File: config.mk
export PLATFORM = sky130hd
export DESIGN_NAME = ctx_save_seq
export DESIGN_NICKNAME = d
export VERILOG_FILES = /design/src/rtl/ctx_save_pkg.sv /design/src/rtl/ctx_walk.sv /design/src/rtl/ctx_blk_mux.sv /design/src/rtl/ctx_irq_stat.sv /design/src/rtl/ctx_save_seq.sv
export SDC_FILE = /design/constraint.sdc
export NUM_CORES = 1
export LEC_CHECK = 0
export BUFFER_PORTS_ARGS = -buffer_cell sky130_fd_sc_hd__buf_2
export CELL_PAD_IN_SITES_DETAIL_PLACEMENT = 1
export CELL_PAD_IN_SITES_GLOBAL_PLACEMENT = 2
export CORE_AREA = 3 3 161 163
export CTS_BUF_LIST = sky130_fd_sc_hd__clkbuf_8
export DETAILED_ROUTE_END_ITERATION = 12
export DIE_AREA = 0 0 164 166
export GPL_ROUTABILITY_DRIVEN = 0
export PLACE_DENSITY = 0.75
export SLEW_MARGIN = 20
export SYNTH_ARGS = -nofsm -noshare
export SYNTH_HDL_FRONTEND = slang
export SYNTH_SLANG_ARGS = --single-unit
export TNS_END_PERCENT = 5
File: constraint.sdc
create_clock -name clk_i -period 1.9 [get_ports clk_i]
set_input_delay 0.095 -clock clk_i [delete_from_list [all_inputs] [get_ports clk_i]]
set_output_delay 0.095 -clock clk_i [all_outputs]
set_load 0.02 [all_outputs]
File: src/rtl/ctx_save_pkg.sv
package ctx_save_pkg;

   typedef enum logic [2:0] {
      SEC_RAND    = 3'd0,
      SEC_STICKY  = 3'd1,
      SEC_KEYS    = 3'd2,
      SEC_RSA     = 3'd3,
      SEC_PK_STKY = 3'd4,
      SEC_PK_KEYS = 3'd5,
      SEC_PATTERN = 3'd6
   } ctx_sec_e;

   localparam int IRQ_W      = 2;
   localparam int IRQ_DONE   = 0;
   localparam int IRQ_REJECT = 1;

   function automatic int imax(input int a, input int b);
      return (a > b) ? a : b;
   endfunction

endpackage

File: src/rtl/ctx_walk.sv
module ctx_walk
   import ctx_save_pkg::*;
#(
   parameter int IDX_W       = 10,
   parameter int STICKY_BLKS = 2,
   parameter int KEY_BLKS    = 64,
   parameter int RSA_BLKS    = 64,
   parameter int PK_KEY_BLKS = 512,
   parameter bit HAS_PKA     = 1'b1
) (
   input  logic             clk_i,
   input  logic             rst_ni,
   input  logic             start_i,
   input  logic             pka_i,
   input  logic             adv_i,
   output logic             active_o,
   output logic             fin_o,
   output ctx_sec_e         sec_o,
   output logic [IDX_W-1:0] idx_o
);

   localparam logic [IDX_W-1:0] LAST_STICKY = IDX_W'(STICKY_BLKS - 1);
   localparam logic [IDX_W-1:0] LAST_KEYS   = IDX_W'(KEY_BLKS - 1);
   localparam logic [IDX_W-1:0] LAST_RSA    = IDX_W'(RSA_BLKS - 1);
   localparam logic [IDX_W-1:0] LAST_PKKEY  = IDX_W'(PK_KEY_BLKS - 1);

   logic             pka_ok;
   logic             pka_run;
   logic [IDX_W-1:0] last_idx;
   logic             sec_end;
   ctx_sec_e         sec_nxt;

   generate
      if (HAS_PKA) begin : g_pka
         assign pka_ok = pka_i;
      end else begin : g_nopka
         assign pka_ok = pka_i & 1'b0;
      end
   endgenerate

   always_comb begin
      unique case (sec_o)
         SEC_STICKY:  last_idx = LAST_STICKY;
         SEC_KEYS:    last_idx = LAST_KEYS;
         SEC_RSA:     last_idx = LAST_RSA;
         SEC_PK_KEYS: last_idx = LAST_PKKEY;
         default:     last_idx = '0;
      endcase
   end

   always_comb begin
      unique case (sec_o)
         SEC_RAND:    sec_nxt = SEC_STICKY;
         SEC_STICKY:  sec_nxt = SEC_KEYS;
         SEC_KEYS:    sec_nxt = SEC_RSA;
         SEC_RSA:     sec_nxt = pka_run ? SEC_PK_STKY : SEC_PATTERN;
         SEC_PK_STKY: sec_nxt = SEC_PK_KEYS;
         default:     sec_nxt = SEC_PATTERN;
      endcase
   end

   assign sec_end = (idx_o == last_idx);
   assign fin_o   = active_o && adv_i && sec_end && (sec_o == SEC_PATTERN);

   always_ff @(posedge clk_i or negedge rst_ni) begin
      if (!rst_ni) begin
         active_o <= 1'b0;
         pka_run  <= 1'b0;
         sec_o    <= SEC_RAND;
         idx_o    <= '0;
      end else if (start_i) begin
         active_o <= 1'b1;
         pka_run  <= pka_ok;
         sec_o    <= SEC_RAND;
         idx_o    <= '0;
      end else if (active_o && adv_i) begin
         if (sec_end) begin
            idx_o <= '0;
            if (sec_o == SEC_PATTERN) begin
               active_o <= 1'b0;
            end else begin
               sec_o <= sec_nxt;
            end
         end else begin
            idx_o <= idx_o + 1'b1;
         end
      end
   end

endmodule

File: src/rtl/ctx_blk_mux.sv
module ctx_blk_mux
   import ctx_save_pkg::*;
#(
   parameter int               BLK_W     = 128,
   parameter logic [BLK_W-1:0] KNOWN_PAT = '0
) (
   input  ctx_sec_e         sec_i,
   input  logic [BLK_W-1:0] rnd_i,
   input  logic [BLK_W-1:0] st_data_i,
   output logic [BLK_W-1:0] blk_o
);

   always_comb begin
      unique case (sec_i)
         SEC_RAND:    blk_o = rnd_i;
         SEC_PATTERN: blk_o = KNOWN_PAT;
         default:     blk_o = st_data_i;
      endcase
   end

endmodule

File: src/rtl/ctx_irq_stat.sv
module ctx_irq_stat #(
   parameter int W = 2
) (
   input  logic         clk_i,
   input  logic         rst_ni,
   input  logic [W-1:0] set_i,
   input  logic         clr_we_i,
   input  logic [W-1:0] clr_i,
   output logic [W-1:0] stat_o
);

   logic [W-1:0] clr_mask;

   assign clr_mask = clr_we_i ? clr_i : '0;

   always_ff @(posedge clk_i or negedge rst_ni) begin
      if (!rst_ni) begin
         stat_o <= '0;
      end else begin
         stat_o <= (stat_o & ~clr_mask) | set_i;
      end
   end

endmodule

File: src/rtl/ctx_save_seq.sv
module ctx_save_seq
   import ctx_save_pkg::*;
#(
   parameter int                BLK_W       = 128,
   parameter int                KEY_SLOTS   = 16,
   parameter int                BLK_PER_KEY = 4,
   parameter int                STICKY_BLKS = 2,
   parameter int                RSA_BLKS    = 64,
   parameter int                PK_KEY_BLKS = 512,
   parameter bit                HAS_PKA     = 1'b1,
   parameter logic [BLK_W-1:0]  KNOWN_PAT   = 128'h0F1E_2D3C_4B5A_6978_8796_A5B4_C3D2_E1F0,
   localparam int KEY_BLKS = KEY_SLOTS * BLK_PER_KEY,
   localparam int TOT_BASE = 1 + STICKY_BLKS + KEY_BLKS + RSA_BLKS + 1,
   localparam int TOT_EXT  = TOT_BASE + 1 + PK_KEY_BLKS,
   localparam int MAX_SEC  = ctx_save_pkg::imax(ctx_save_pkg::imax(STICKY_BLKS, KEY_BLKS),
                                                ctx_save_pkg::imax(RSA_BLKS, PK_KEY_BLKS)),
   localparam int IDX_W    = $clog2(MAX_SEC + 1),
   localparam int CNT_W    = $clog2(TOT_EXT + 1)
) (
   input  logic             clk_i,
   input  logic             rst_ni,
   input  logic             auto_en_i,
   input  logic             pka_en_i,
   input  logic             save_cmd_i,
   input  logic             int_clr_we_i,
   input  logic [1:0]       int_clr_i,
   output logic [1:0]       int_stat_o,
   output logic             busy_o,
   output logic [CNT_W-1:0] blk_count_o,
   input  logic [BLK_W-1:0] rnd_i,
   output logic [2:0]       st_sec_o,
   output logic [IDX_W-1:0] st_idx_o,
   input  logic [BLK_W-1:0] st_data_i,
   output logic             ctx_valid_o,
   input  logic             ctx_ready_i,
   output logic [BLK_W-1:0] ctx_data_o
);

   if (BLK_W < 32) begin : g_bad_blk
      $error("ctx_save_seq: BLK_W must be at least 32");
   end
   if (KEY_SLOTS < 1 || BLK_PER_KEY < 1) begin : g_bad_keys
      $error("ctx_save_seq: key table must hold at least one block");
   end
   if (STICKY_BLKS < 1 || RSA_BLKS < 1 || PK_KEY_BLKS < 1) begin : g_bad_sec
      $error("ctx_save_seq: every section needs at least one block");
   end

   ctx_sec_e         sec;
   logic             cmd_ok;
   logic             start;
   logic             reject;
   logic             adv;
   logic             fin;
   logic [IRQ_W-1:0] irq_set;
   logic [CNT_W-1:0] blk_cnt;

   assign cmd_ok = save_cmd_i && auto_en_i;
   assign start  = cmd_ok && !busy_o && (blk_cnt == '0);
   assign reject = cmd_ok && !start;
   assign adv    = ctx_valid_o && ctx_ready_i;

   ctx_walk #(
      .IDX_W       (IDX_W),
      .STICKY_BLKS (STICKY_BLKS),
      .KEY_BLKS    (KEY_BLKS),
      .RSA_BLKS    (RSA_BLKS),
      .PK_KEY_BLKS (PK_KEY_BLKS),
      .HAS_PKA     (HAS_PKA)
   ) u_walk (
      .clk_i    (clk_i),
      .rst_ni   (rst_ni),
      .start_i  (start),
      .pka_i    (pka_en_i),
      .adv_i    (adv),
      .active_o (busy_o),
      .fin_o    (fin),
      .sec_o    (sec),
      .idx_o    (st_idx_o)
   );

   ctx_blk_mux #(
      .BLK_W     (BLK_W),
      .KNOWN_PAT (KNOWN_PAT)
   ) u_mux (
      .sec_i     (sec),
      .rnd_i     (rnd_i),
      .st_data_i (st_data_i),
      .blk_o     (ctx_data_o)
   );

   always_comb begin
      irq_set             = '0;
      irq_set[IRQ_DONE]   = fin;
      irq_set[IRQ_REJECT] = reject;
   end

   ctx_irq_stat #(
      .W (IRQ_W)
   ) u_irq (
      .clk_i    (clk_i),
      .rst_ni   (rst_ni),
      .set_i    (irq_set),
      .clr_we_i (int_clr_we_i),
      .clr_i    (int_clr_i),
      .stat_o   (int_stat_o)
   );

   always_ff @(posedge clk_i or negedge rst_ni) begin
      if (!rst_ni) begin
         blk_cnt <= '0;
      end else if (adv) begin
         blk_cnt <= blk_cnt + 1'b1;
      end
   end

   assign blk_count_o = blk_cnt;
   assign ctx_valid_o = busy_o;
   assign st_sec_o    = sec;

endmodule

==> reports/summary.txt, run 1 <==
Synth async-reset ratio - 100%
Worst EP arrival - 2.01 ns
IR drop worst, VDD - 0.390 mV
Fin worst setup slack - -0.200 ns
P&R area growth vs syn - 132%
Main synth FF type - dfrtp_1
Starting DRT DRC Count - 159
Remaining global-route overflow - 0
Slowest CP cell - or3_4
Die area - 27,200 µm²
Row Count - 57
Simple-Gate Fraction of Synth Area - 14.7%
Combinational share of power - 50.1%
Filler cells - 2,973
DRT antenna net count - 0
Sw Share - 33.8%
Sequential area share after synthesis - 25.2%
HPWL Detailed - 16.9 mm
Synth Area in Compound Gates - 47.8%
Crit Path Category - flop to output port
DR vias/cell - 4.18
Syn nets - 567
CTS root buffer - clkbuf_8
Clock-pin slew on the worst setup and hold paths - 0.10 ns
Top cell type's share of synthesized area - 25.2%
Power share of the clock group - 18.6%
Clk Latency, worst-skew pair - 0.28 ns
Worst Skew - 0.00261 ns
Status - finished with violations
GRT Overall Usage - 13.7%
Hold Path Stages - 2
RSZ-0062 raised after global routing - yes
Final wirelength - 21.5 mm
Worst-path cell chain - and2b_2, or3_4, clkbuf_16, a22o_1, buf_2
Largest family of logic cells by synthesized area - compound AO/OA/AOI/OAI gates
Cell count after synthesis - 299
YS warnings - 0
Number of synthesized flops with an enable pin - 0
Max Transition Viols Final - 0
Nets - 1,009
Leak pwr - 3.19 nW
Setup crit end kind - output port
Post-Syn Area - 2680 µm²
Maximum clock frequency - 476 MHz
CTS max path bufs - 2
Post-Synth Adder-Cell Area - 1.40%
Worst R2R Setup Slack - -0.11 ns
Length in cells of the worst reg-to-reg path - 5
Dpl ws - -0.0553 ns
Wire per inst - 20.1 µm
Worst-Margin Slew - 0.649 ns
Die width - 164 µm
CTS buffer count - 3
Worst Hold Class - primary input to flop
Hold Path End - u_walk.pka_run
CTS tree - built
Synth top area cells - dfrtp_1 25%, a22o_1 22%, o22a_1 21%
Vias in the first global route - 4,627
CP Data Required Time - 1.80 ns
Crit share post-route - 111%
Hold path start - pka_en_i
#FFs+latches synth - 27
Power Internal - 1.22 mW
Final min period - 2.10 ns
Failing checks - negative setup slack
Cell Pwr Density - 297 nW/µm²
Finished Core Util - 25.4%
Slew margin rel. - 56.7%
Core Area - 24,500 µm²
Largest net degree at the start of global routing - 33
H-Tree Depth - 1
Peak fanout along the critical path - 8
Area occupied by multi-input gates - 1950 µm²
Netlist cell types - 43
Seq pwr share - 31.3%
Setup crit start kind - flop
Max stage delay on crit path - 0.50 ns
I/O Buffers - 419
Final Hold Vio Count - 0
Mean Syn Cell Area - 8.96 µm²
Final setup violating endpoints - 134
RR Startpoint - u_walk.idx_o[3]
First-pass GRT wire length - 29.0 mm
Initial antenna violation count - 8
Num Clock Sinks - 27
R2r endpoint - u_walk.idx_o[0]
Die Y - 166 µm
Sequential Area - 682 µm²
Share of cells above drive strength 1 - 67.2%
Drt pass-1 iters - 4
Cell taking the most area after synthesis - dfrtp_1
Via count - 4,472
Total net switching power - 623 µW
Reported max-cap violation count - 0
XOR/XNOR Fraction of Synth Area - 4.25%
Initial Util - 11.0%
Drt drc - 0
IO Count - 420
Post-synthesis mux area share - 1.21%
-- cell type report --
class | instances | area share (%)
repair buffers | 469 | 50.0
multi-input cells | 236 | 31.3
flip-flops and latches | 27 | 11.0
well taps | 324 | 6.52
clock buffers | 3 | 0.664
inverters | 4 | 0.241
diodes | 5 | 0.201
clock inverters | 1 | 0.121
-- sequential cells by signal, indices dropped and copies added (netlist names) --
| name | count |
|---|---|
| u_irq.stat_o | 2 |
| u_walk.idx_o | 10 |
| u_walk.sec_o | 3 |
| u_walk.pka_run | 1 |
| u_walk.active_o | 1 |
| blk_count_o | 10 |
-- critical path: cells and delay by family (launching register included) --
family | cells | cell delay [ns]
buf+inv | 2 | 0.38
flops | 1 | 0.43
simple gates | 2 | 0.71
compound gates | 1 | 0.20
-- power by group through the flow --
stage                     sequential, mW  clock [mW]  combinational [mW]
after detailed placement           0.589           0               0.806
after floorplan                    0.592           0               0.343
after global routing               0.578       0.383               0.981
after CTS                          0.578       0.359               0.897
final                              0.578       0.344               0.925
after global placement             0.590           0               0.801
-- metal layers --
layer / global-route usage (%) / routed length (µm) / vias up
li1: - / - / 2112
met3: 2.62 / 1460 / 14
met5: 0 / 35 / -
met4: 2.72 / 134 / 6
met2: 24.7 / 10900 / 190
met1: 16.8 / 8930 / 2150
-- placed cells by master (no fill, tap or decap), drive strengths merged, types with 4 or more instances in the layout --
master  netlist  final
or3           5      5
buf           5    464
a31oi         5      5
inv           4      4
a22o         66     66
nand2        16     16
clkbuf       27      7
nand4         4      4
nor2         12     12
o22a         64     64
diode         0      5
xnor2         8      8
dfrtp        27     27
xor2          5      5
nand3         9      9
o21ai         4      4
-- how the worst max path moves through the flow --
stage / start / to / slack [ns] / depth (start not counted)
after floorplan: u_walk.idx_o[1] / u_walk.idx_o[0] / -0.04 / 5
final: u_walk.sec_o[1] / ctx_data_o[53] / -0.20 / 5
after global placement: u_walk.idx_o[3] / u_walk.idx_o[0] / -0.04 / 5
after global routing: u_walk.sec_o[2] / ctx_data_o[43] / -0.27 / 5
after detailed placement: u_walk.idx_o[3] / u_walk.idx_o[0] / -0.06 / 5
after CTS: u_walk.sec_o[1] / ctx_data_o[10] / -0.21 / 5
-- stage by stage --
stage | hold WS (ns) | power [mW] | instances | setup TNS, ns | cell area, µm²
after floorplan | -0.201 | 0.936 | 299 | -0.0366 | 2690
after global placement | 0.150 | 1.39 | 1046 | -0.0536 | 5430
after detailed placement | 0.161 | 1.40 | 1046 | -0.243 | 5430
after CTS | 0.0378 | 1.83 | 1057 | -16.37 | 5930
after global routing | 0.0541 | 1.94 | 1069 | -31.82 | 6220
final | 0.0432 | 1.85 | 1069 | -21.96 | 6220
-- cell families after synthesis --
logic type / after synthesis
AO/OA/AOI/OAI: 149
XOR/XNOR: 13
adder cells (fa/ha/maj): 3
buffers and inverters: 36
flip-flops: 27
multiplexers: 3
AND/OR/NAND/NOR: 68
-- synth_stat cells (2+ instances only) --
master    number
nor3_1         2
ha_1           3
and3_1         3
o21ai_0        4
nand3_1        9
a31oi_1        5
nor2_1        11
a211oi_1       2
a32o_1         2
buf_4          2
nand4_1        4
inv_1          4
clkbuf_1      27
buf_2          3
nor4_1         3
mux2_2         2
dfrtp_1       27
o22a_1        64
a22o_1        66
and4b_1        2
a21oi_1        2
xnor2_1        8
xor2_1         5
or3_1          5
nand2_1       16
-- what timing repair did --
item	in CTS	in global routing
endpoints found under the setup margin	137	139
hold endpoints to repair	27	0
buffers inserted	4	2
hold buffers	1	0
cloned	2	5
pin swaps	37	5
gates resized for setup	121	33
No activity file was read; power rests on OpenSTA's default activity.
==> run 2: changes to the inputs <==
--- a/config.mk
+++ b/config.mk
@@ -14,6 +14,7 @@
 export DIE_AREA = 0 0 164 166
 export GPL_ROUTABILITY_DRIVEN = 0
 export PLACE_DENSITY = 0.75
+export RECOVER_POWER = 100
 export SLEW_MARGIN = 20
 export SYNTH_ARGS = -nofsm -noshare
 export SYNTH_HDL_FRONTEND = slang
==> run 2 against run 1 <==
The run still ends with negative setup slack left. Setup slack worse by 0.00070 ns. First-iteration DRC count up 5.0%. Combinational power about the same. Global-route usage unchanged. Sequential cell count unchanged. Critical endpoint unchanged. Highest routed layer unchanged.
==> reports/summary.txt, run 2 (synthesis results as in run 1) <==
Status - finished with violations (unchanged)
Failing checks - negative setup slack (unchanged)
Maximum clock frequency - 476 MHz (about the same)
CP Buf/Inv Count - 2 (unchanged)
Sequential Area - 681 µm² (was 682 µm²)
Worst EP arrival - 2.01 ns (about the same)
Most frequent cells in the layout - 320 x buf_2, 68 x buf_6, 64 x o22a_1 (was 347 x buf_2, 68 x buf_6, 64 x o22a_1)
CTS max path bufs - 2 (unchanged)
Remaining global-route overflow - 0 (unchanged)
Final Hold Vio Count - 0 (unchanged)
Most common cell after layout, fill and taps aside - buf_2 (unchanged)
Drt drc - 0 (unchanged)
Nets - 1,009 (unchanged)
Max stage delay on crit path - 0.50 ns (about the same)
Wire per inst - 20.1 µm (about the same)
Crit Path Category - flop to output port (unchanged)
Final setup violating endpoints - 137 (was 134)
H-Tree Depth - 1 (unchanged)
Cell Pwr Density - 299 nW/µm² (was 297 nW/µm²)
Worst-path cell chain - and2b_2, or3_4, clkbuf_16, a22o_1, buf_2 (unchanged)
Filler cells - 2,988 (was 2,973)
Max Transition Viols Final - 0 (unchanged)
Setup crit end kind - output port (unchanged)
First-pass GRT wire length - 29.0 mm (unchanged)
CTS root buffer - clkbuf_8 (unchanged)
Initial antenna violation count - 8 (unchanged)
Finished Layout Cells - 1,069 (unchanged)
Largest net degree at the start of global routing - 33 (unchanged)
Die Y - 166 µm (unchanged)
Die area - 27,200 µm² (unchanged)
Reported max-cap violation count - 0 (unchanged)
Crit share post-route - 111% (about the same)
DR vias/cell - 4.19 (was 4.18)
Worst-Margin Slew - 0.719 ns (was 0.649 ns)
DRT antenna net count - 0 (unchanged)
Slew margin rel. - 52.1% (was 56.7%)
Leak pwr - 3.09 nW (was 3.19 nW)
RSZ-0062 raised after global routing - yes (unchanged)
Core Area - 24,500 µm² (unchanged)
Via count - 4,481 (was 4,472)
CTS tree - built (unchanged)
Fin worst setup slack - -0.201 ns (was -0.200 ns)
Crit path max-delay family - simple AND/OR/NAND/NOR gates (unchanged)
HPWL Detailed - 16.9 mm (unchanged)
Worst Hold Class - primary input to flop (unchanged)
Row Count - 57 (unchanged)
Initial Util - 11.0% (unchanged)
Starting DRT DRC Count - 167 (was 159)
P&R area growth vs syn - 131% (was 132%)
Final min period - 2.10 ns (about the same)
Drt pass-1 iters - 4 (unchanged)
Final wirelength - 21.5 mm (about the same)
CP Data Required Time - 1.80 ns (about the same)
Num Clock Sinks - 27 (unchanged)
Peak fanout along the critical path - 8 (unchanged)
Area occupied by multi-input gates - 1950 µm² (unchanged)
CTS buffer count - 3 (unchanged)
Slowest CP cell - or3_4 (unchanged)
Setup crit start kind - flop (unchanged)
Finished Core Util - 25.3% (was 25.4%)
IR drop worst, VDD - 0.388 mV (was 0.390 mV)
Post-Place Cells - 1,046 (unchanged)
GRT Overall Usage - 13.7% (unchanged)
Die width - 164 µm (unchanged)
Worst Skew - 0.00228 ns (was 0.00261 ns)
I/O Buffers - 419 (unchanged)
IO Count - 420 (unchanged)
Share of cells above drive strength 1 - 63.4% (was 67.2%)
Vias in the first global route - 4,627 (unchanged)
Clock-pin slew on the worst setup and hold paths - 0.10 ns (about the same)
Clk Latency, worst-skew pair - 0.28 ns (about the same)
-- run 2: changes by cell type in the layout (fill, tap and decap cells not counted), sizes merged --
cell    change
buf        -29
clkbuf     +29
-- run 2: cell type report --
class	count	area share, %
well taps	324	6.56
multi-input cells	236	31.5
repair buffers	469	49.7
diodes	5	0.202
inverters	4	0.243
clock buffers	3	0.668
clock inverters	1	0.121
flip-flops and latches	27	11.0
-- run 2: final timing paths --
kind	startpoint	slack, ns	end	depth (start not counted)
setup / recovery	u_walk.sec_o[1]	-0.20	ctx_data_o[53]	5
hold / removal	pka_en_i	0.04	u_walk.pka_run	2
setup reg to reg	u_walk.idx_o[3]	-0.13	u_walk.idx_o[0]	5
hold reg to reg	blk_count_o[9]	0.52	blk_count_o[9]	1
max in group asynchronous	rst_ni	1.00	u_walk.sec_o[2]	2
min in group asynchronous	rst_ni	0.39	u_walk.idx_o[5]	2
-- run 2: metal layers --
metal / up-vias / part of all wire [%] / global-route usage [%]
met3: 16 / 7.2 / 2.62
met1: 2151 / 41 / 16.8
met2: 195 / 51 / 24.7
met5: - / 0.16 / 0
met4: 6 / 0.91 / 2.72
li1: 2113 / - / -
-- run 2: what timing repair did --
| action | in CTS | in global routing |
|---|---|---|
| endpoints found under the hold margin | 27 | 0 |
| pin swaps | 37 | 5 |
| buffers inserted | 4 | 2 |
| endpoints found under the setup margin | 137 | 139 |
| gates resized for setup | 121 | 33 |
| hold buffers | 1 | 0 |
| cloned | 2 | 5 |
-- run 2: power by group --
part           switching, mW  total (mW)  internal (mW)
sequential           0.00174       0.578          0.577
clock                  0.195       0.344          0.149
combinational          0.427       0.924          0.497
-- run 2: metrics by stage --
step,total power [mW],hold slack [ns],setup slack [ns],TNS [ns],cell area [µm²]
after floorplan,0.936,-0.201,-0.0357,-0.0366,2690
after CTS,1.83,0.0378,-0.210,-16.37,5930
after global routing,1.94,0.0541,-0.268,-32.02,6180
after global placement,1.39,0.150,-0.0394,-0.0536,5430
after detailed placement,1.40,0.161,-0.0553,-0.243,5430
final,1.85,0.0428,-0.201,-22.26,6180
==> run 3: changes to the inputs <==
--- a/config.mk
+++ b/config.mk
@@ -5,7 +5,7 @@
 export SDC_FILE = /design/constraint.sdc
 export NUM_CORES = 1
 export LEC_CHECK = 0
-export BUFFER_PORTS_ARGS = -buffer_cell sky130_fd_sc_hd__buf_2
+export BUFFER_PORTS_ARGS = -buffer_cell sky130_fd_sc_hd__buf_4
 export CELL_PAD_IN_SITES_DETAIL_PLACEMENT = 1
 export CELL_PAD_IN_SITES_GLOBAL_PLACEMENT = 2
 export CORE_AREA = 3 3 161 163
==> run 3 against run 2 <==
The flow still finishes with violations (negative setup slack). Sequential power is essentially flat. Register-to-register slack gained 0.05 ns. Non-clock buffer count shrank 4. Sequential cell count is the same. Clock skew grew 0.0030 ns. Critical path depth is the same. Clock-buffer cell count is the same. Total power grew 11%. Clock power shrank 2%. Cell area grew 15%. Utilization grew 3.7 points.
==> reports/summary.txt, run 3 (synthesis results as in run 1) <==
Via count - 4,417 (was 4,481)
IO Count - 420 (unchanged)
CP Buf/Inv Count - 2 (unchanged)
Failing checks - negative setup slack (unchanged)
Most frequent cells in the layout - 305 x buf_4, 121 x buf_6, 66 x a22o_1 (was 320 x buf_2, 68 x buf_6, 64 x o22a_1)
RSZ-0062 raised after global routing - yes (unchanged)
Post-Place Cells - 1,043 (was 1,046)
Maximum clock frequency - 494 MHz (was 476 MHz)
CTS buffer count - 3 (unchanged)
Max stage delay on crit path - 0.42 ns (was 0.50 ns)
Share of cells above drive strength 1 - 62.8% (was 63.4%)
Clk Latency, worst-skew pair - 0.27 ns (was 0.28 ns)
Final Hold Vio Count - 0 (unchanged)
P&R area growth vs syn - 165% (was 131%)
Worst Skew - 0.00525 ns (was 0.00228 ns)
Worst EP arrival - 1.93 ns (was 2.01 ns)
Cell Pwr Density - 290 nW/µm² (was 299 nW/µm²)
CP Data Required Time - 1.80 ns (about the same)
CTS tree - built (unchanged)
Setup crit end kind - output port (unchanged)
Worst-Margin Slew - 0.726 ns (was 0.719 ns)
Antenna Cells - 0 (was 5)
CTS max path bufs - 2 (unchanged)
Drt pass-1 iters - 4 (unchanged)
Final wirelength - 21.5 mm (about the same)
Fin worst setup slack - -0.125 ns (was -0.201 ns)
Drt drc - 0 (unchanged)
I/O Buffers - 419 (unchanged)
Crit share post-route - 107% (was 111%)
Crit path max-delay family - simple AND/OR/NAND/NOR gates (unchanged)
Num Clock Sinks - 27 (unchanged)
Leak pwr - 3.42 nW (was 3.09 nW)
IR drop worst, VDD - 0.236 mV (was 0.388 mV)
Final setup violating endpoints - 137 (unchanged)
Filler cells - 2,861 (was 2,988)
Nets - 1,005 (was 1,009)
Worst Hold Class - primary input to flop (unchanged)
Clock-pin slew on the worst setup and hold paths - 0.10 ns (about the same)
HPWL Detailed - 17.5 mm (was 16.9 mm)
Most common cell after layout, fill and taps aside - buf_4 (was buf_2)
Slowest CP cell - dfrtp_1 (was or3_4)
Sequential Area - 679 µm² (was 681 µm²)
Worst-path cell chain - and2b_2, or3_4, clkbuf_16, a22o_1, buf_6 (was and2b_2, or3_4, clkbuf_16, a22o_1, buf_2)
Max Transition Viols Final - 0 (unchanged)
Core Area - 24,500 µm² (unchanged)
H-Tree Depth - 1 (unchanged)
Final min period - 2.02 ns (was 2.10 ns)
Status - finished with violations (unchanged)
Initial Util - 11.0% (unchanged)
Crit Path Category - flop to output port (unchanged)
Row Count - 57 (unchanged)
Vias in the first global route - 4,547 (was 4,627)
DR vias/cell - 4.17 (was 4.19)
Remaining global-route overflow - 0 (unchanged)
CTS root buffer - clkbuf_8 (unchanged)
Wire per inst - 20.3 µm (was 20.1 µm)
DRT antenna net count - 0 (unchanged)
Die width - 164 µm (unchanged)
Die Y - 166 µm (unchanged)
Die area - 27,200 µm² (unchanged)
Largest net degree at the start of global routing - 43 (was 33)
Reported max-cap violation count - 0 (unchanged)
Initial antenna violation count - 1 (was 8)
Setup crit start kind - flop (unchanged)
Finished Layout Cells - 1,060 (was 1,069)
Slew margin rel. - 51.6% (was 52.1%)
Post-route setup TNS - -9.10 ns (was -22.26 ns)
GRT Overall Usage - 14.2% (was 13.7%)
Area occupied by multi-input gates - 1890 µm² (was 1950 µm²)
Peak fanout along the critical path - 16 (was 8)
Starting DRT DRC Count - 164 (was 167)
First-pass GRT wire length - 29.9 mm (was 29.0 mm)
==> run 3: cell types whose count changed in the layout (fill, tap and decap cells not counted), moves of 3 or more <==
cell,delta
a22o_4,-6
diode_2,-5
clkbuf_1,-3
a22o_1,+6
buf_6,+53
buf_2,-320
buf_4,+267
==> run 3: per-stage QoR <==
stage	cell area, µm²	total power [mW]	utilization [%]	hold slack [ns]	setup slack [ns]
6_report	7090	2.06	29.0	0.0513	-0.125
5_1_grt	7090	2.17	29.0	0.0467	-0.228
4_1_cts	7020	2.07	28.7	0.0475	-0.174
3_5_place_dp	6450	1.63	26.4	0.0395	-0.0202
3_3_place_gp	6450	1.63	26.4	0.0386	-0.0118
2_1_floorplan	2690	0.936	-	-0.201	-0.0357
==> run 3: layer usage <==
layer	vias up	global-route usage, %	part of all wire (%)
met5	-	0	0.060
met3	6	2.87	6.8
met2	179	26.5	54
li1	2103	-	-
met4	2	0.956	0.22
met1	2127	17.3	39
==> run 3: path summary, 6_finish.rpt <==
path | depth (start not counted) | slack (ns) | from | endpoint
min in group asynchronous | 2 | 0.41 | rst_ni | u_walk.idx_o[4]
max reg2reg | 6 | -0.08 | u_walk.sec_o[1] | u_walk.idx_o[6]
min reg2reg | 1 | 0.52 | blk_count_o[9] | blk_count_o[9]
max in group asynchronous | 2 | 0.99 | rst_ni | u_walk.sec_o[1]
max | 5 | -0.12 | u_walk.sec_o[2] | ctx_data_o[73]
min | 2 | 0.05 | pka_en_i | u_walk.pka_run
==> run 3: area by class of cell <==
cell class	instances	share of cell area [%]
inverter	4	0.212
clock buffer	3	0.582
timing repair buffer	465	57.2
tap	324	5.71
clock inverter	1	0.106
sequential	27	9.58
multi-input combinational	236	26.6
==> run 3: repair_timing <==
action / CTS / global route
buffers inserted: 5 / 2
hold buffers: 1 / 0
setup endpoints to repair: 133 / 139
cloned: 2 / 3
endpoints found under the hold margin: 27 / 0
resized for setup: 112 / 18
pin swaps: 43 / 25
==> run 3: where the power goes <==
part | switching (mW) | leakage, nW | total (mW) | internal, mW
logic | 0.433 | 3.06 | 1.14 | 0.709
registers | 0.00161 | 0.344 | 0.578 | 0.577
clock network | 0.189 | 0.0217 | 0.338 | 0.149
